**src/rtl/submod_pkg.sv**
```systemverilog
package submod_pkg;

  localparam int NIB_W = 4;

  typedef enum logic [NIB_W-1:0] {
    KEY_NONE  = 4'd0,
    KEY_BPSK  = 4'd1,
    KEY_MANCH = 4'd2
  } key_e;

  // Upper nibble of the control byte to the 2-bit drive code.
  function automatic logic [1:0] sat_depth(input logic [NIB_W-1:0] nib);
    return (nib > 4'd3) ? 2'd3 : nib[1:0];
  endfunction

endpackage

```
**src/rtl/sample_clock_gen.sv**
```systemverilog
module sample_clock_gen #(
  parameter int DIV_W = 8
) (
  input  logic             clk,
  input  logic             rst_n,
  input  logic             carrier_en,
  input  logic [DIV_W-1:0] div,
  input  logic [DIV_W-1:0] phase,
  output logic             tick
);
  localparam logic [DIV_W-1:0] TWO = DIV_W'(2);

  logic [DIV_W-1:0] cnt;
  logic [DIV_W-1:0] last;
  logic [DIV_W-1:0] ph;

  always_comb begin
    last = (div < TWO) ? '0 : div - 1'b1;
    ph   = (phase > last) ? last : phase;
  end

  always_ff @(posedge clk or negedge rst_n) begin
    if (!rst_n) begin
      cnt <= '0;
    end else if (carrier_en) begin
      cnt <= (cnt >= last) ? '0 : cnt + 1'b1;
    end
  end

  assign tick = carrier_en && (cnt == ph);

  // with a period of two or more, ticks never fall on adjacent cycles
  p_tick_gap_r1: assert property (@(posedge clk) disable iff (!rst_n)
    (tick && (last != '0)) |=> !tick);

endmodule

```
**src/rtl/bit_sequencer.sv**
```systemverilog
module bit_sequencer #(
  parameter int HALVES = 16
) (
  input  logic                      clk,
  input  logic                      rst_n,
  input  logic                      tick,
  input  logic                      bit_valid,
  input  logic                      bit_data,
  output logic                      bit_ready,
  output logic                      active,
  output logic [$clog2(HALVES)-1:0] slot,
  output logic                      load,
  output logic                      load_bit,
  output logic                      cont
);
  localparam int SLOT_W = $clog2(HALVES);
  localparam logic [SLOT_W-1:0] LAST = SLOT_W'(HALVES - 1);

  logic pend_v;
  logic pend_b;
  logic boundary;

  assign boundary  = !active || (slot == LAST);
  assign load      = tick && boundary && pend_v;
  assign load_bit  = pend_b;
  assign cont      = active;
  assign bit_ready = !pend_v;

  always_ff @(posedge clk or negedge rst_n) begin
    if (!rst_n) begin
      active <= 1'b0;
      slot   <= '0;
    end else if (tick) begin
      if (boundary) begin
        active <= pend_v;
        slot   <= '0;
      end else begin
        slot <= slot + 1'b1;
      end
    end
  end

  always_ff @(posedge clk or negedge rst_n) begin
    if (!rst_n) begin
      pend_v <= 1'b0;
      pend_b <= 1'b0;
    end else if (load) begin
      pend_v <= 1'b0;
    end else if (bit_valid && bit_ready) begin
      pend_v <= 1'b1;
      pend_b <= bit_data;
    end
  end

  // a taken bit closes the slot until it is consumed
  p_no_overflow_r3: assert property (@(posedge clk) disable iff (!rst_n)
    (bit_valid && bit_ready) |=> !bit_ready);

  // inside a bit each tick advances exactly one slot
  p_slot_step_r4: assert property (@(posedge clk) disable iff (!rst_n)
    (tick && active && (slot != LAST)) |=> (active && (slot == $past(slot) + 1'b1)));

  // a boundary with nothing held ends modulation
  p_run_out_r4: assert property (@(posedge clk) disable iff (!rst_n)
    (tick && boundary && bit_ready) |=> !active);

endmodule

```
**src/rtl/subcarrier_encoder.sv**
```systemverilog
module subcarrier_encoder
  import submod_pkg::*;
#(
  parameter int HALVES = 16
) (
  input  logic                      clk,
  input  logic                      rst_n,
  input  logic                      load,
  input  logic                      load_bit,
  input  logic                      cont,
  input  logic [NIB_W-1:0]          key,
  input  logic                      active,
  input  logic [$clog2(HALVES)-1:0] slot,
  output logic                      mod_en
);
  localparam int SLOT_W = $clog2(HALVES);
  localparam logic [SLOT_W-1:0] HALF = SLOT_W'(HALVES / 2);

  logic [NIB_W-1:0] mode_q;
  logic             cur_b;
  logic             flip;
  logic             sub;
  logic             first;
  logic             raw;

  always_ff @(posedge clk or negedge rst_n) begin
    if (!rst_n) begin
      mode_q <= KEY_NONE;
      cur_b  <= 1'b0;
      flip   <= 1'b0;
    end else if (load) begin
      mode_q <= key;
      cur_b  <= load_bit;
      flip   <= cont ? (flip ^ (load_bit != cur_b)) : 1'b0;
    end
  end

  always_comb begin
    sub   = ~slot[0];
    first = (slot < HALF);
    case (mode_q)
      KEY_BPSK:  raw = sub ^ flip;
      KEY_MANCH: raw = sub & (first ? cur_b : ~cur_b);
      default:   raw = 1'b0;
    endcase
    mod_en = active & raw;
  end

  // unknown mode keys never switch the load
  p_bad_key_quiet_r8: assert property (@(posedge clk) disable iff (!rst_n)
    ((mode_q != KEY_BPSK) && (mode_q != KEY_MANCH)) |-> !mod_en);

  // no modulation outside a running bit
  p_idle_quiet_r2: assert property (@(posedge clk) disable iff (!rst_n)
    !active |-> !mod_en);

endmodule

```
**src/rtl/subcarrier_modulator.sv**
```systemverilog
module subcarrier_modulator
  import submod_pkg::*;
#(
  parameter int DIV_W          = 8,
  parameter int HALVES_PER_BIT = 16
) (
  input  logic             clk,
  input  logic             rst_n,
  input  logic             carrier_en,
  input  logic [DIV_W-1:0] tx_div,
  input  logic [DIV_W-1:0] tx_phase,
  input  logic [7:0]       tx_ctrl,
  input  logic             bit_valid,
  input  logic             bit_data,
  output logic             bit_ready,
  output logic             mod_en,
  output logic [1:0]       mod_depth
);
  localparam int SLOT_W = $clog2(HALVES_PER_BIT);

  logic              tick;
  logic              active;
  logic [SLOT_W-1:0] slot;
  logic              load;
  logic              load_bit;
  logic              cont;

  sample_clock_gen #(.DIV_W(DIV_W)) u_clk (
    .clk        (clk),
    .rst_n      (rst_n),
    .carrier_en (carrier_en),
    .div        (tx_div),
    .phase      (tx_phase),
    .tick       (tick)
  );

  bit_sequencer #(.HALVES(HALVES_PER_BIT)) u_seq (
    .clk       (clk),
    .rst_n     (rst_n),
    .tick      (tick),
    .bit_valid (bit_valid),
    .bit_data  (bit_data),
    .bit_ready (bit_ready),
    .active    (active),
    .slot      (slot),
    .load      (load),
    .load_bit  (load_bit),
    .cont      (cont)
  );

  subcarrier_encoder #(.HALVES(HALVES_PER_BIT)) u_enc (
    .clk      (clk),
    .rst_n    (rst_n),
    .load     (load),
    .load_bit (load_bit),
    .cont     (cont),
    .key      (tx_ctrl[3:0]),
    .active   (active),
    .slot     (slot),
    .mod_en   (mod_en)
  );

  assign mod_depth = sat_depth(tx_ctrl[7:4]);

endmodule

```
**config.mk**
```make
export PLATFORM = sky130hd
export DESIGN_NAME = subcarrier_modulator
export DESIGN_NICKNAME = d
export VERILOG_FILES = /design/src/rtl/submod_pkg.sv /design/src/rtl/sample_clock_gen.sv /design/src/rtl/bit_sequencer.sv /design/src/rtl/subcarrier_encoder.sv /design/src/rtl/subcarrier_modulator.sv
export SDC_FILE = /design/constraint.sdc
export NUM_CORES = 1
export LEC_CHECK = 0
export ABC_AREA = 1
export BUFFER_PORTS_ARGS = -buffer_cell sky130_fd_sc_hd__buf_4
export CAP_MARGIN = 20
export CORE_MARGIN = 4
export CORE_UTILIZATION = 60
export CTS_CLUSTER_DIAMETER = 30
export CTS_CLUSTER_SIZE = 14
export DETAILED_ROUTE_END_ITERATION = 10
export PLACE_DENSITY = 0.84
export SKIP_LAST_GASP = 1
export SLEW_MARGIN = 15
export SYNTH_ARGS = -nofsm -noshare
export SYNTH_HDL_FRONTEND = slang
export SYNTH_HIERARCHICAL = 1
export SYNTH_SLANG_ARGS = --single-unit
```
**constraint.sdc**
```tcl
create_clock -name clk -period 2.9 [get_ports clk]
set_clock_uncertainty 0.1 [all_clocks]
set_input_delay 0.87 -clock clk [delete_from_list [all_inputs] [get_ports clk]]
set_output_delay 0.87 -clock clk [all_outputs]
set_load 0.005 [all_outputs]
```
==> results.md, run 1 <==
- Clk root buf: clkbuf_4
- Initial Utilization: about 64%
- H-tree depth: 1
- Status: stopped before the end
- Post-synthesis sequential element count: 21
- Error msg: [ERROR DPL-0033] detailed placement checks failed during check placement.
- Cts hold-fix bufs: 0
- Dpl hpwl: around 4.2 mm
- PortBufs: 32
- Largest net degree at the start of global routing: 22
- Mapped Area: 2000 um^2
- I/O Pins: 33
- Die width: 65.8 um
- Num CTS Buffers: 3
- Synth Net Count: approximately 340
- Avg Cell Area, Syn: around 6.8 um^2
- Stopped at: global routing (5_1_grt)
- Post-GRT worst EP: u_enc/flip$_DFFE_PN0P_/D
- Yosys cell types: 30
- Die Ht: about 66 um
- WEP type: sequential cell input
- RD Place Congestion: ~0.86
- Syn Inst Count: slightly below 300
- Synthesis warning total: 6
- Register area share after synthesis: a little over a quarter
- CTS sink count: 21
- Rows: 20
- Clock buffer depth: 2
- Antenna violations before repair: 0
## kinds of logic after synthesis
group / count (synthesis) / synth area share (%)
AOI/OAI and AO/OA: 36 / 10.9
buffers and inverters: 52 / 10.9
and+or+nand+nor: 158 / 37.0
adders and majority gates: 19 / 11.9
xor gates and xnor gates: 7 / 3.06
DFF: 21 / 26.2
## per-stage QoR
step | setup slack, ns | instances | hold slack, ns | instance area [um^2]
after global placement | -0.656 | 398 | 0.389 | 2620
after floorplan | -0.391 | 293 | 0.364 | 2110
after detailed placement | -0.730 | 398 | 0.405 | 2620
after CTS | -0.287 | 413 | 0.327 | 2920
## repair_timing
item,in CTS
buffers inserted,10
cloned,1
gates resized for setup,49
pin swaps,16
endpoints found under the setup margin,12
## Yosys cell counts
| library cell | instances | area share [%] |
|---|---|---|
| a21o_1 | 2 | 0.75 |
| a21oi_1 | 9 | 2.2 |
| a21oi_2 | 1 | 0.44 |
| a31oi_1 | 2 | 0.62 |
| buf_12 | 1 | 1.0 |
| buf_4 | 2 | 0.75 |
| dfrtp_1 | 21 | 26 |
| ha_1 | 19 | 12 |
| inv_1 | 46 | 8.6 |
| inv_2 | 3 | 0.56 |
| nand2_1 | 76 | 14 |
| nand2_2 | 9 | 2.8 |
| nand2_4 | 2 | 1.1 |
| nand3_1 | 28 | 7.0 |
| nand3_2 | 4 | 2.0 |
| nand4_1 | 3 | 0.94 |
| nand4_4 | 1 | 1.1 |
| nor2_1 | 25 | 4.7 |
| nor2_2 | 5 | 1.6 |
| nor2_4 | 1 | 0.56 |
| nor3_1 | 3 | 0.75 |
| o211ai_1 | 3 | 1.1 |
| o21a_1 | 1 | 0.37 |
| o21ai_0 | 13 | 3.2 |
| o21ai_1 | 1 | 0.25 |
| o21ai_2 | 3 | 1.3 |
| o21bai_2 | 1 | 0.56 |
| or2_2 | 1 | 0.31 |
| xnor2_1 | 2 | 0.87 |
| xor2_1 | 5 | 2.2 |
==> run 2, diff against run 1 <==
Settings changed: CORE_UTILIZATION 60 to 40, CTS_CLUSTER_DIAMETER 30 to unset, CTS_CLUSTER_SIZE 14 to unset, PLACE_DENSITY 0.84 to unset, PLACE_DENSITY_LB_ADDON set to 0.15.
==> results.md, run 2 <==
- Seq pwr share: approximately 36%
- Commonest non-fill, non-tap cells in the layout: nand2_1 (62), buf_4 (60), inv_1 (40)
- R2R Setup Slk: around 1.2 ns
- Commonest non-fill, non-tap cell in the layout: nand2_1
- # placed instances: 421
- Crit. Startpoint: tx_div[0]
- Area growth syn-to-layout: 55.7%
- DRC violations left: 0
- WP buf/inv: 4
- Worst Setup Start Kind: input port
- Top-count cell post-synth: nand2_1
- Cts hold-fix bufs: 0
- Area occupied by multi-input gates: 1630 um^2
- RR Endpoint: u_enc/flip
- Combinational share of power: 49.4%
- Drt via density: 4.82
- Synth Flop Type: dfrtp_1
- Synthesis warning total: 6
- # nets final: ~420
- Avg Cell Area, Syn: between 6 and 7 um^2
- Dpl hpwl: about 3.9 mm
- Status: complete, but fails checks
- Antenna violations before repair: 0
- CP max FO: 6
- Fmax: 297 MHz
- PortBufs: 32
- Worst-path clk slew: around 0.08 ns
- Syn Inst Count: between 200 and 300
- Power Density: roughly 430 nW/um^2
- I/O Pins: 33
- EDFF count, synth: 0
- Fin Setup TNS: -5.02 ns
- Crit path max-delay family: simple AND/OR/NAND/NOR gates
- Diode count: 0
- H-tree depth: 1
- Clk pwr share: between 10% and 20%
- Fin crit share: 116%
- Non-Filler Instances: 434
- Critical path endpoint: u_enc/flip
- Worst hold slack: between 0.3 and 0.4 ns
- Yosys cell types: 30
- Switching Share: 42.0%
- Most flop-heavy register: u_clk/cnt
- Worst-Margin Slew: 0.434 ns
- CP required: 2.96 ns
- CP arrival: 3.42 ns
- Post-synthesis sequential element count: 21
- RD Place Congestion: just over 0.8
- Crit path cell chain: buf_12 > inv_12 > ha_4 > a21o_1 > nand3_2 > ha_1 > nand2_2 > nor2_4 > nand4_4 > buf_6 > nand3_4 > nand2_1 > nand2_1 > nand2_1 > nor2_2 > nand3_2 > nor2_4 > nand3_2 > inv_4 > nand4_1 > o21ai_2 > nor2_1
- Final wirelength: roughly 5.3 mm
- Number of flip-flops in the largest register: 8
- Routed via count: between 2000 and 2500
- Total Routing Usage GR: approximately 18%
- Register area share after synthesis: approximately a quarter
- Die ar.: 6210 um^2
- Die width: 78.8 um
- WS Path Type: in2reg
- Worst path slowest cell: ha_1
- Unrepaired setup endpoints after global routing: yes
- Vias in the first global route: about 2000
- Routed Antenna Nets: 0
- Final hold vios: 0
- Num CTS Buffers: 3
- First-pass detailed-route iteration total: 6
- Max stage delay on crit path: roughly 0.3 ns
- Share of post-route cells with drive strength above 1: 45.8%
- Switching power: approximately 0.56 mW
- CTS tree: done
- Yosys top cell by area: dfrtp_1
- Clock buffer depth: 2
- Wire per inst: ~12 um
- Max Slew Vio Count: 0
- RR Startpoint: u_clk/cnt[6]
- Final worst slack: -0.464 ns
- Asr flop ratio synth: between 90% and 100%
- Synth Net Count: 341
- Maxcap violations: 0
- Gr ovfl total: 0
- Power Total: between 1 and 1.5 mW
- Max-slew headroom: a little over two thirds
- Clk root buf: clkbuf_8
- Area contributors post-synth: dfrtp_1 (26%), nand2_1 (14%), ha_1 (12%)
- Yosys top cell area share: a little over a quarter
- Fillers: 439
- DR iter-0 viols: 159
- Stages on the worst setup path: 22
- Int Pwr: a little under 0.8 mW
- CTS sink count: 21
- Sequential Area: between 500 and 600 um^2
- Rows: 25
- Most frequent cells after synthesis: nand2_1 (76), inv_1 (46), nand3_1 (28)
- Largest net degree at the start of global routing: 22
- Initial Utilization: between 40% and 50%
- Final setup viols: 12
- Dpl ws: -0.722 ns
- Global-route wire length before repair: 8.89 mm
- Die Ht: 78.8 um
- FF-to-FF path depth: 11
- Core ar.: 4790 um^2
- Mapped Area: between 2000 and 2500 um^2
- Period minus WS final: ~3.4 ns
- LEAKAGE: approximately 1.6 nW
- Setup crit end kind: flop
- Violated checks: setup timing
- Biggest regs: u_clk/cnt: 8 flops, u_enc/mode_q: 4 flops, u_seq/slot: 4 flops
- Peak supply drop: ~400 uV
- Hold Crit Class: in2async
- Worst-Skew Late Latency: ~0.26 ns
## run 2: cell counts after synthesis
Identical to the previous run, type by type.
## run 2: how the worst min path moves through the flow
stage                      end  slack (ns)  depth (start not counted)
2_1_floorplan  u_enc/mode_q[0]        0.36                          2
3_3_place_gp   u_enc/mode_q[0]        0.39                          2
3_5_place_dp   u_enc/mode_q[0]        0.39                          2
4_1_cts          u_seq/slot[3]        0.38                          1
5_1_grt           u_clk/cnt[5]        0.39                          1
6_report          u_clk/cnt[5]        0.37                          1
## run 2: cell type report
class	count	area share (%)
clock buffer	4	1.44
inverter	49	6.94
multi-input combinational	221	52.4
sequential	21	16.8
tap	67	2.69
timing repair buffer	72	19.7
## run 2: stage by stage
step | utilization [%] | area [um^2]
final | 65.2 | 3120
after global routing | 65.2 | 3120
after CTS | 60.1 | 2870
after detailed placement | 55.4 | 2650
after global placement | 55.4 | 2650
after floorplan | - | 2110
## run 2: metal layers
metal  share of wire [%]  wire length (um)  global-route usage (%)
met1                  49              2630                    26.3
met2                  46              2450                    27.4
met3                 4.4               235                    2.95
met4                0.52                28                    2.45
met5                   0                 0                       0
## run 2: power by group through the flow
stage          sequential (mW)  combinational (mW)  clock [mW]
4_1_cts                  0.479               0.585       0.194
3_5_place_dp             0.482               0.549           0
3_3_place_gp             0.480               0.542           0
5_1_grt                  0.498               0.758       0.212
2_1_floorplan            0.456               0.407           0
6_report                 0.482               0.659       0.193
## run 2: cell families after synthesis
| group | after synthesis | share of synthesized area (%) |
|---|---|---|
| AO/OA/AOI/OAI | 36 | 10.9 |
| buffers and inverters | 52 | 10.9 |
| XOR/XNOR | 7 | 3.06 |
| adder cells (fa/ha/maj) | 19 | 11.9 |
| AND/OR/NAND/NOR | 158 | 37.0 |
| flip-flops | 21 | 26.2 |
## run 2: timing repair
item / CTS / global route
gates resized for setup: 25 / 57
endpoints found under the hold margin: 0 / 0
cloned: 1 / 0
buffers inserted: 9 / 1
pin swaps: 25 / 34
setup endpoints to repair: 12 / 20
No activity file was read; power rests on OpenSTA's default activity.
